### src/rtl/tss_pkg.sv
package tss_pkg;

   localparam int unsigned KINDS_PER_PASS = 7;
   localparam int unsigned NUM_SRC        = 5;

   typedef enum logic [2:0] {
      K_PH    = 3'd0,
      K_RAW   = 3'd1,
      K_FILT  = 3'd2,
      K_IQ_I  = 3'd3,
      K_IQ_Q  = 3'd4,
      K_FIQ_I = 3'd5,
      K_FIQ_Q = 3'd6
   } slot_kind_e;

   // stream index serving a slot kind
   function automatic int unsigned kind_src(slot_kind_e k);
      case (k)
         K_PH:           return 0;
         K_RAW:          return 1;
         K_FILT:         return 2;
         K_IQ_I, K_IQ_Q: return 3;
         default:        return 4;
      endcase
   endfunction

   // slot takes the upper half of a wide beat
   function automatic logic kind_upper(slot_kind_e k);
      return (k == K_IQ_Q) || (k == K_FIQ_Q);
   endfunction

   // slot completes the stream handshake
   function automatic logic kind_pops(slot_kind_e k);
      return (k != K_IQ_I) && (k != K_FIQ_I);
   endfunction

endpackage

### src/rtl/tss_slot_counter.sv
module tss_slot_counter
   import tss_pkg::*;
#(
   parameter  int unsigned PASSES    = 2,
   localparam int unsigned NUM_SLOTS = PASSES * KINDS_PER_PASS,
   localparam int unsigned SLOT_W    = $clog2(NUM_SLOTS),
   localparam int unsigned PASS_W    = (PASSES > 1) ? $clog2(PASSES) : 1
) (
   input  logic              clk,
   input  logic              rst_n,
   input  logic              run,
   input  logic              advance,
   output slot_kind_e        kind,
   output logic [SLOT_W-1:0] slot
);

   slot_kind_e        kind_q;
   logic [PASS_W-1:0] pass_q;

   always_ff @(posedge clk) begin
      if (!rst_n || !run) begin
         kind_q <= K_PH;
         pass_q <= '0;
      end else if (advance) begin
         if (kind_q == K_FIQ_Q) begin
            kind_q <= K_PH;
            pass_q <= (int'(pass_q) == PASSES - 1) ? '0 : pass_q + 1'b1;
         end else begin
            kind_q <= slot_kind_e'(kind_q + 3'd1);
         end
      end
   end

   assign kind = kind_q;
   assign slot = SLOT_W'(int'(pass_q) * KINDS_PER_PASS + int'(kind_q));

endmodule

### src/rtl/tss_router.sv
module tss_router
   import tss_pkg::*;
#(
   parameter  int unsigned DATA_W = 32,
   localparam int unsigned SRC_W  = $clog2(NUM_SRC)
) (
   input  logic                               active,
   input  slot_kind_e                         kind,
   input  logic [NUM_SRC-1:0]                 src_valid,
   input  logic [NUM_SRC-1:0][2*DATA_W-1:0]   src_data,
   output logic [NUM_SRC-1:0]                 src_ready,
   output logic                               sel_valid,
   output logic [DATA_W-1:0]                  sel_data
);

   logic [SRC_W-1:0] src_idx;
   logic             upper;
   logic             pops;

   always_comb begin
      src_idx = SRC_W'(kind_src(kind));
      upper   = kind_upper(kind);
      pops    = kind_pops(kind);
   end

   for (genvar s = 0; s < NUM_SRC; s++) begin : g_ready
      assign src_ready[s] = active && pops && (src_idx == SRC_W'(s));
   end

   assign sel_valid = src_valid[src_idx];
   assign sel_data  = upper ? src_data[src_idx][2*DATA_W-1:DATA_W]
                            : src_data[src_idx][DATA_W-1:0];

endmodule

### src/rtl/tss_write_stage.sv
module tss_write_stage #(
   parameter int unsigned DATA_W = 32
) (
   input  logic              clk,
   input  logic              rst_n,
   input  logic              take,
   input  logic              keep,
   input  logic [DATA_W-1:0] data_in,
   input  logic              wr_full,
   output logic              wr_en,
   output logic [DATA_W-1:0] wr_data,
   output logic              overflow
);

   logic              en_q;
   logic [DATA_W-1:0] data_q;
   logic              ovf_q;

   always_ff @(posedge clk) begin
      if (!rst_n) begin
         en_q   <= 1'b0;
         data_q <= '0;
         ovf_q  <= 1'b0;
      end else begin
         en_q  <= take && keep;
         ovf_q <= en_q && wr_full;
         if (take && keep) data_q <= data_in;
      end
   end

   assign wr_en    = en_q;
   assign wr_data  = data_q;
   assign overflow = ovf_q;

endmodule

### src/rtl/tdm_slot_sequencer.sv
module tdm_slot_sequencer
   import tss_pkg::*;
#(
   parameter  int unsigned DATA_W       = 32,
   parameter  int unsigned PASSES       = 2,
   parameter  bit          PIPE_RST_REG = 1'b1,
   localparam int unsigned NUM_SLOTS    = PASSES * KINDS_PER_PASS
) (
   input  logic                 clk,
   input  logic                 rst_n,
   input  logic                 dma_waiting,
   input  logic [NUM_SLOTS-1:0] slot_en,
   input  logic [DATA_W-1:0]    phase_tdata,
   input  logic                 phase_tvalid,
   output logic                 phase_tready,
   input  logic [DATA_W-1:0]    raw_tdata,
   input  logic                 raw_tvalid,
   output logic                 raw_tready,
   input  logic [DATA_W-1:0]    filt_tdata,
   input  logic                 filt_tvalid,
   output logic                 filt_tready,
   input  logic [2*DATA_W-1:0]  iq_tdata,
   input  logic                 iq_tvalid,
   output logic                 iq_tready,
   input  logic [2*DATA_W-1:0]  fiq_tdata,
   input  logic                 fiq_tvalid,
   output logic                 fiq_tready,
   output logic                 wr_en,
   output logic [DATA_W-1:0]    wr_data,
   input  logic                 wr_full,
   output logic                 overflow,
   output logic                 proc_rst_n
);

   localparam int unsigned SLOT_W = $clog2(NUM_SLOTS);

   if (DATA_W < 1 || PASSES < 1) begin : g_bad_params
      $error("tdm_slot_sequencer: DATA_W and PASSES must be at least 1");
   end

   logic                             active;
   slot_kind_e                       kind;
   logic [SLOT_W-1:0]                slot;
   logic [NUM_SRC-1:0]               src_valid;
   logic [NUM_SRC-1:0]               src_ready;
   logic [NUM_SRC-1:0][2*DATA_W-1:0] src_data;
   logic                             sel_valid;
   logic [DATA_W-1:0]                sel_data;
   logic                             take;

   assign active = rst_n && dma_waiting;
   assign take   = active && sel_valid;

   assign src_valid = {fiq_tvalid, iq_tvalid, filt_tvalid, raw_tvalid, phase_tvalid};
   assign src_data[0] = {{DATA_W{1'b0}}, phase_tdata};
   assign src_data[1] = {{DATA_W{1'b0}}, raw_tdata};
   assign src_data[2] = {{DATA_W{1'b0}}, filt_tdata};
   assign src_data[3] = iq_tdata;
   assign src_data[4] = fiq_tdata;

   assign phase_tready = src_ready[0];
   assign raw_tready   = src_ready[1];
   assign filt_tready  = src_ready[2];
   assign iq_tready    = src_ready[3];
   assign fiq_tready   = src_ready[4];

   tss_slot_counter #(.PASSES(PASSES)) u_cnt (
      .clk     (clk),
      .rst_n   (rst_n),
      .run     (dma_waiting),
      .advance (take),
      .kind    (kind),
      .slot    (slot)
   );

   tss_router #(.DATA_W(DATA_W)) u_route (
      .active    (active),
      .kind      (kind),
      .src_valid (src_valid),
      .src_data  (src_data),
      .src_ready (src_ready),
      .sel_valid (sel_valid),
      .sel_data  (sel_data)
   );

   tss_write_stage #(.DATA_W(DATA_W)) u_wr (
      .clk      (clk),
      .rst_n    (rst_n),
      .take     (take),
      .keep     (slot_en[slot]),
      .data_in  (sel_data),
      .wr_full  (wr_full),
      .wr_en    (wr_en),
      .wr_data  (wr_data),
      .overflow (overflow)
   );

   if (PIPE_RST_REG) begin : g_prst_reg
      logic prst_q;
      always_ff @(posedge clk) begin
         if (!rst_n) prst_q <= 1'b0;
         else        prst_q <= dma_waiting;
      end
      assign proc_rst_n = prst_q;
   end else begin : g_prst_comb
      assign proc_rst_n = active;
   end

endmodule

### config.mk
export PLATFORM = sky130hd
export DESIGN_NAME = tdm_slot_sequencer
export DESIGN_NICKNAME = d
export VERILOG_FILES = /design/src/rtl/tss_pkg.sv /design/src/rtl/tss_slot_counter.sv /design/src/rtl/tss_router.sv /design/src/rtl/tss_write_stage.sv /design/src/rtl/tdm_slot_sequencer.sv
export SDC_FILE = /design/constraint.sdc
export NUM_CORES = 1
export LEC_CHECK = 0
export BUFFER_PORTS_ARGS = -buffer_cell sky130_fd_sc_hd__buf_4
export CAP_MARGIN = 20
export CORE_AREA = 5 5 109 111
export CTS_CLUSTER_SIZE = 30
export DETAILED_ROUTE_END_ITERATION = 12
export DIE_AREA = 0 0 114 116
export GPL_ROUTABILITY_DRIVEN = 0
export GPL_TIMING_DRIVEN = 1
export PLACE_DENSITY = 0.79
export RECOVER_POWER = 50
export SETUP_SLACK_MARGIN = 0.2
export SYNTH_ARGS = -nofsm -noshare
export SYNTH_HDL_FRONTEND = slang
export SYNTH_SLANG_ARGS = --single-unit
export TNS_END_PERCENT = 5
### constraint.sdc
create_clock -name clk -period 3.3 [get_ports clk]
set_input_delay 0.66 -clock clk [delete_from_list [all_inputs] [get_ports clk]]
set_output_delay 0.66 -clock clk [all_outputs]
set_load 0.1 [all_outputs]
==> impl_metrics.json <==
{
  "outcome": "complete, no violations",
  "muxShareOfSynthArea_pct": 44.5,
  "setup.worst_path.end": "filt_tready",
  "fmax_ghz": 0.342,
  "p_leak_nw": 2.27,
  "placed_area_mm2": 0.00575,
  "critical_path_cell_count": 4,
  "critPathSlowestCell": "or2_2",
  "clock_input_transition_at_the_sequential_cells_of_the_worst_setup_and_hold_paths_ns": 0.08,
  "p_comb_share_pct": 36.6,
  "worst_skew_pair.late_latency_ns": 0.29,
  "grt_antenna_before_repair": 0,
  "reg2regPathDepth": 6,
  "final-hold-violation-count": 0,
  "post-place-cells": 765,
  "post_cts_hold_buffer_count": 0,
  "timing.critical_path.max_delay_family": "buffers and inverters",
  "proportion_of_synthesized_chip_area_in_sequential_cells_pct": 21.5,
  "timing.critical_path.slowest_cell_delay_ns": 0.53,
  "timing.critical_path.from": "u_cnt.kind[0]",
  "holdCritPathClass": "flop to flop",
  "layout.core_utilization_pct": 53.3,
  "die_area_mm2": 0.0132,
  "die_h_um": 116,
  "cts_sinks": 39,
  "multiInputGateArea_mm2": 0.00258,
  "final_common_cell": "buf_4",
  "finalNetCount": 883,
  "grt_max_degree": 66,
  "skew_ns": 0.00643,
  "postRouteWirelength_mm": 14.2,
  "critPathCaptureType": "primary output",
  "numCtsBuffers": 5,
  "floorplan.rows": 38,
  "critPathBufInv": 2,
  "dominant_combinational_cell_family_by_area_after_synthesis": "multiplexers",
  "setup_viol_count_final": 0,
  "per_cell_routed_wire_length_um": 18.3,
  "synth_seq_cells": 39,
  "drt.antenna.violating_nets": 0,
  "n_antenna_cell": 0,
  "floorplan.core_area_mm2": 0.0107,
  "clock_tree.buffer_depth": 2,
  "die_w_um": 114,
  "worst-endpoint-required_ns": 2.64,
  "peakVddDrop_uv": 135,
  "placement.io_buffers": 286,
  "library_cells_used_by_synthesis": 34,
  "worstReg2RegEnd": "u_wr.wr_data[29]",
  "reg2reg_setup_slack_ns": 0.52,
  "finalWorstSetupSlack_ns": 0.379,
  "detailed_place_hpwl_mm": 11.5,
  "syn-instance-count": 371,
  "rsz0062_at_grt": "no",
  "grt_pass1_vias": 4228,
  "global_route_wire_length_before_repair_mm": 21.5,
  "seqCellArea_um2": 790,
  "post_route_cells_drive_above_1_share_pct": 47.4,
  "startpoint_type": "flop",
  "critical_path_class": "flop to primary output",
  "drt_iter0_markers": 199,
  "gr-total-overflow": 0,
  "timing.final.max_slew_violations": 0,
  "switching_share_pct": 30.5,
  "timing_worst_slew_pin_value_ns": 1.29,
  "fillerInstances": 985,
  "synthesis_warnings": 0,
  "seq_power_share_pct": 37.9,
  "crit_path_cell_trace": "clkbuf_2, or2_2, nor3_1, buf_4",
  "grtUsageTotal_pct": 20.4,
  "worst_ep_arrival_time_ns": 2.26,
  "final_min_period_over_clock_period_pct": 88.5,
  "finish.instance_area_mm2": 0.00571,
  "dr.pass1.iters": 4,
  "p_int_mw": 0.891,
  "netlist_area_mm2": 0.00364,
  "drt_drc_violations_left": 0,
  "routed-via-count": 3986,
  "layout.cells.most_common_list": "256 x buf_4, 91 x mux2i_1, 65 x nand2_1",
  "power.density_cell_area_mw_per_mm2": 225,
  "r2r-start": "u_cnt.kind[0]",
  "cts_root_buffer": "clkbuf_8",
  "synth-adder-area-share_pct": 1.58,
  "syn-mean-instance-area_um2": 9.80,
  "route.detailed.vias_per_inst": 5.16,
  "max_slew_margin_pct": 14.3,
  "synthXorXnorAreaFrac_pct": 0.482,
  "max_cap_violations": 0,
  "pin_count": 287,
  "final_cell_count_without_fillers": 773,
  "switchingPower_mw": 0.391,
  "area_added_between_synthesis_and_finish_pct": 56.9,
  "worstPathMaxFanout": 42,
  "synth_compound_area_share_pct": 12.7,
  "worst_hold_slack_after_final_layout_ns": 0.459,
  "initial_standard_cell_utilization_of_the_core_pct": 34.0,
  "power.clock.fraction_pct": 25.5,
  "htree_levels": 2,
  "synth-simple-area-share_pct": 11.3,
  "place_worst_setup_slack_ns": 0.292,
  "cts_tree": "yes",
  "synth_fp_nets": 622,
  "fin_crit_ns": 2.92
}
per-layer routing:
metal  wire length, um  part of all wire, %  up-vias  global-route usage, %
li1                  -                    -     1935                      -
met1              5300                   37     1858                   23.2
met2              7330                   52      169                   36.5
met3              1160                  8.2       24                   5.90
met4               356                  2.5        0                   6.81
met5                 0                    0        -                      0
worst min path at each step:
stage	startpoint	slack, ns	end	cells after the start
floorplan	u_cnt.pass_q	0.58	u_cnt.pass_q	2
global placement	u_wr.wr_data[23]	0.44	u_wr.wr_data[23]	2
detailed placement	u_wr.wr_data[30]	0.45	u_wr.wr_data[30]	2
CTS	u_wr.wr_data[30]	0.46	u_wr.wr_data[30]	2
global route	u_wr.wr_data[19]	0.48	u_wr.wr_data[19]	2
finish	u_wr.wr_data[24]	0.46	u_wr.wr_data[24]	2
per-stage QoR:
stage	TNS, ns	power (mW)
2_1_floorplan	-1.29	0.717
3_3_place_gp	0	0.968
3_5_place_dp	0	0.978
4_1_cts	0	1.31
5_1_grt	0	1.35
6_report	0	1.28
sequential cells by signal, indices dropped and copies added (netlist names):
register and flops:
u_wr.wr_data 32, u_cnt.kind 3, u_wr.overflow 1, u_cnt.pass_q 1, proc_rst_n 1, u_wr.wr_en 1
cell usage after synthesis (all sizes together):
cell type  number  area, um2
clkbuf         24        160
xor2            2       17.5
a22oi          12       90.1
mux4           24        574
mux2i          91        911
a21oi           3       15.0
a21boi          1       7.51
nor2            6       22.5
nand2          65        246
fa              1       20.0
buf            15        121
a211oi          1       7.51
nor4b           2       17.5
inv             2       7.51
a21o            1       7.51
a31oi           1       6.26
nor3            2       10.0
ha              3       37.5
o211ai         40        300
and3            3       18.8
a311o           1       10.0
mux2           12        135
dfxtp          39        781
a311oi          1       8.76
nand3          16       80.1
a211o           1       8.76
or2             1       6.26
nand4b          1       8.76
layout make-up:
type | count | share of cell area [%]
clock inverter | 3 | 0.329
clock buffer | 5 | 1.21
sequential | 39 | 13.8
multi-input combinational | 291 | 45.3
timing repair buffer | 293 | 36.2
inverter | 2 | 0.132
tap | 140 | 3.07
what timing repair did:
action	CTS	global route
resized for setup	0	1
endpoints found under the setup margin	0	32
buffers inserted	0	0
cell families (layout without fill, tap and decap cells):
logic type | Yosys count | in the layout
buf+inv | 41 | 303
mux | 127 | 127
flops | 39 | 39
simple gates | 96 | 96
xor+xnor | 2 | 2
fa+ha+maj | 4 | 4
compound gates | 62 | 62
power groups by stage:
stage | clock [mW] | sequential (mW) | combinational (mW)
final | 0.326 | 0.486 | 0.470
after global routing | 0.366 | 0.488 | 0.501
after CTS | 0.344 | 0.487 | 0.482
after detailed placement | 0 | 0.497 | 0.480
after global placement | 0 | 0.497 | 0.471
after floorplan | 0 | 0.575 | 0.142
worst register-to-register path, cell delays in order, from the launching register on:
cell      delay, ns
dfxtp_4        0.35
clkbuf_2       0.70
mux4_2         0.38
nor2_1         0.04
a211oi_1       0.32
and3_4         0.65
mux2i_1        0.28
(Power assumes the default switching activity.)
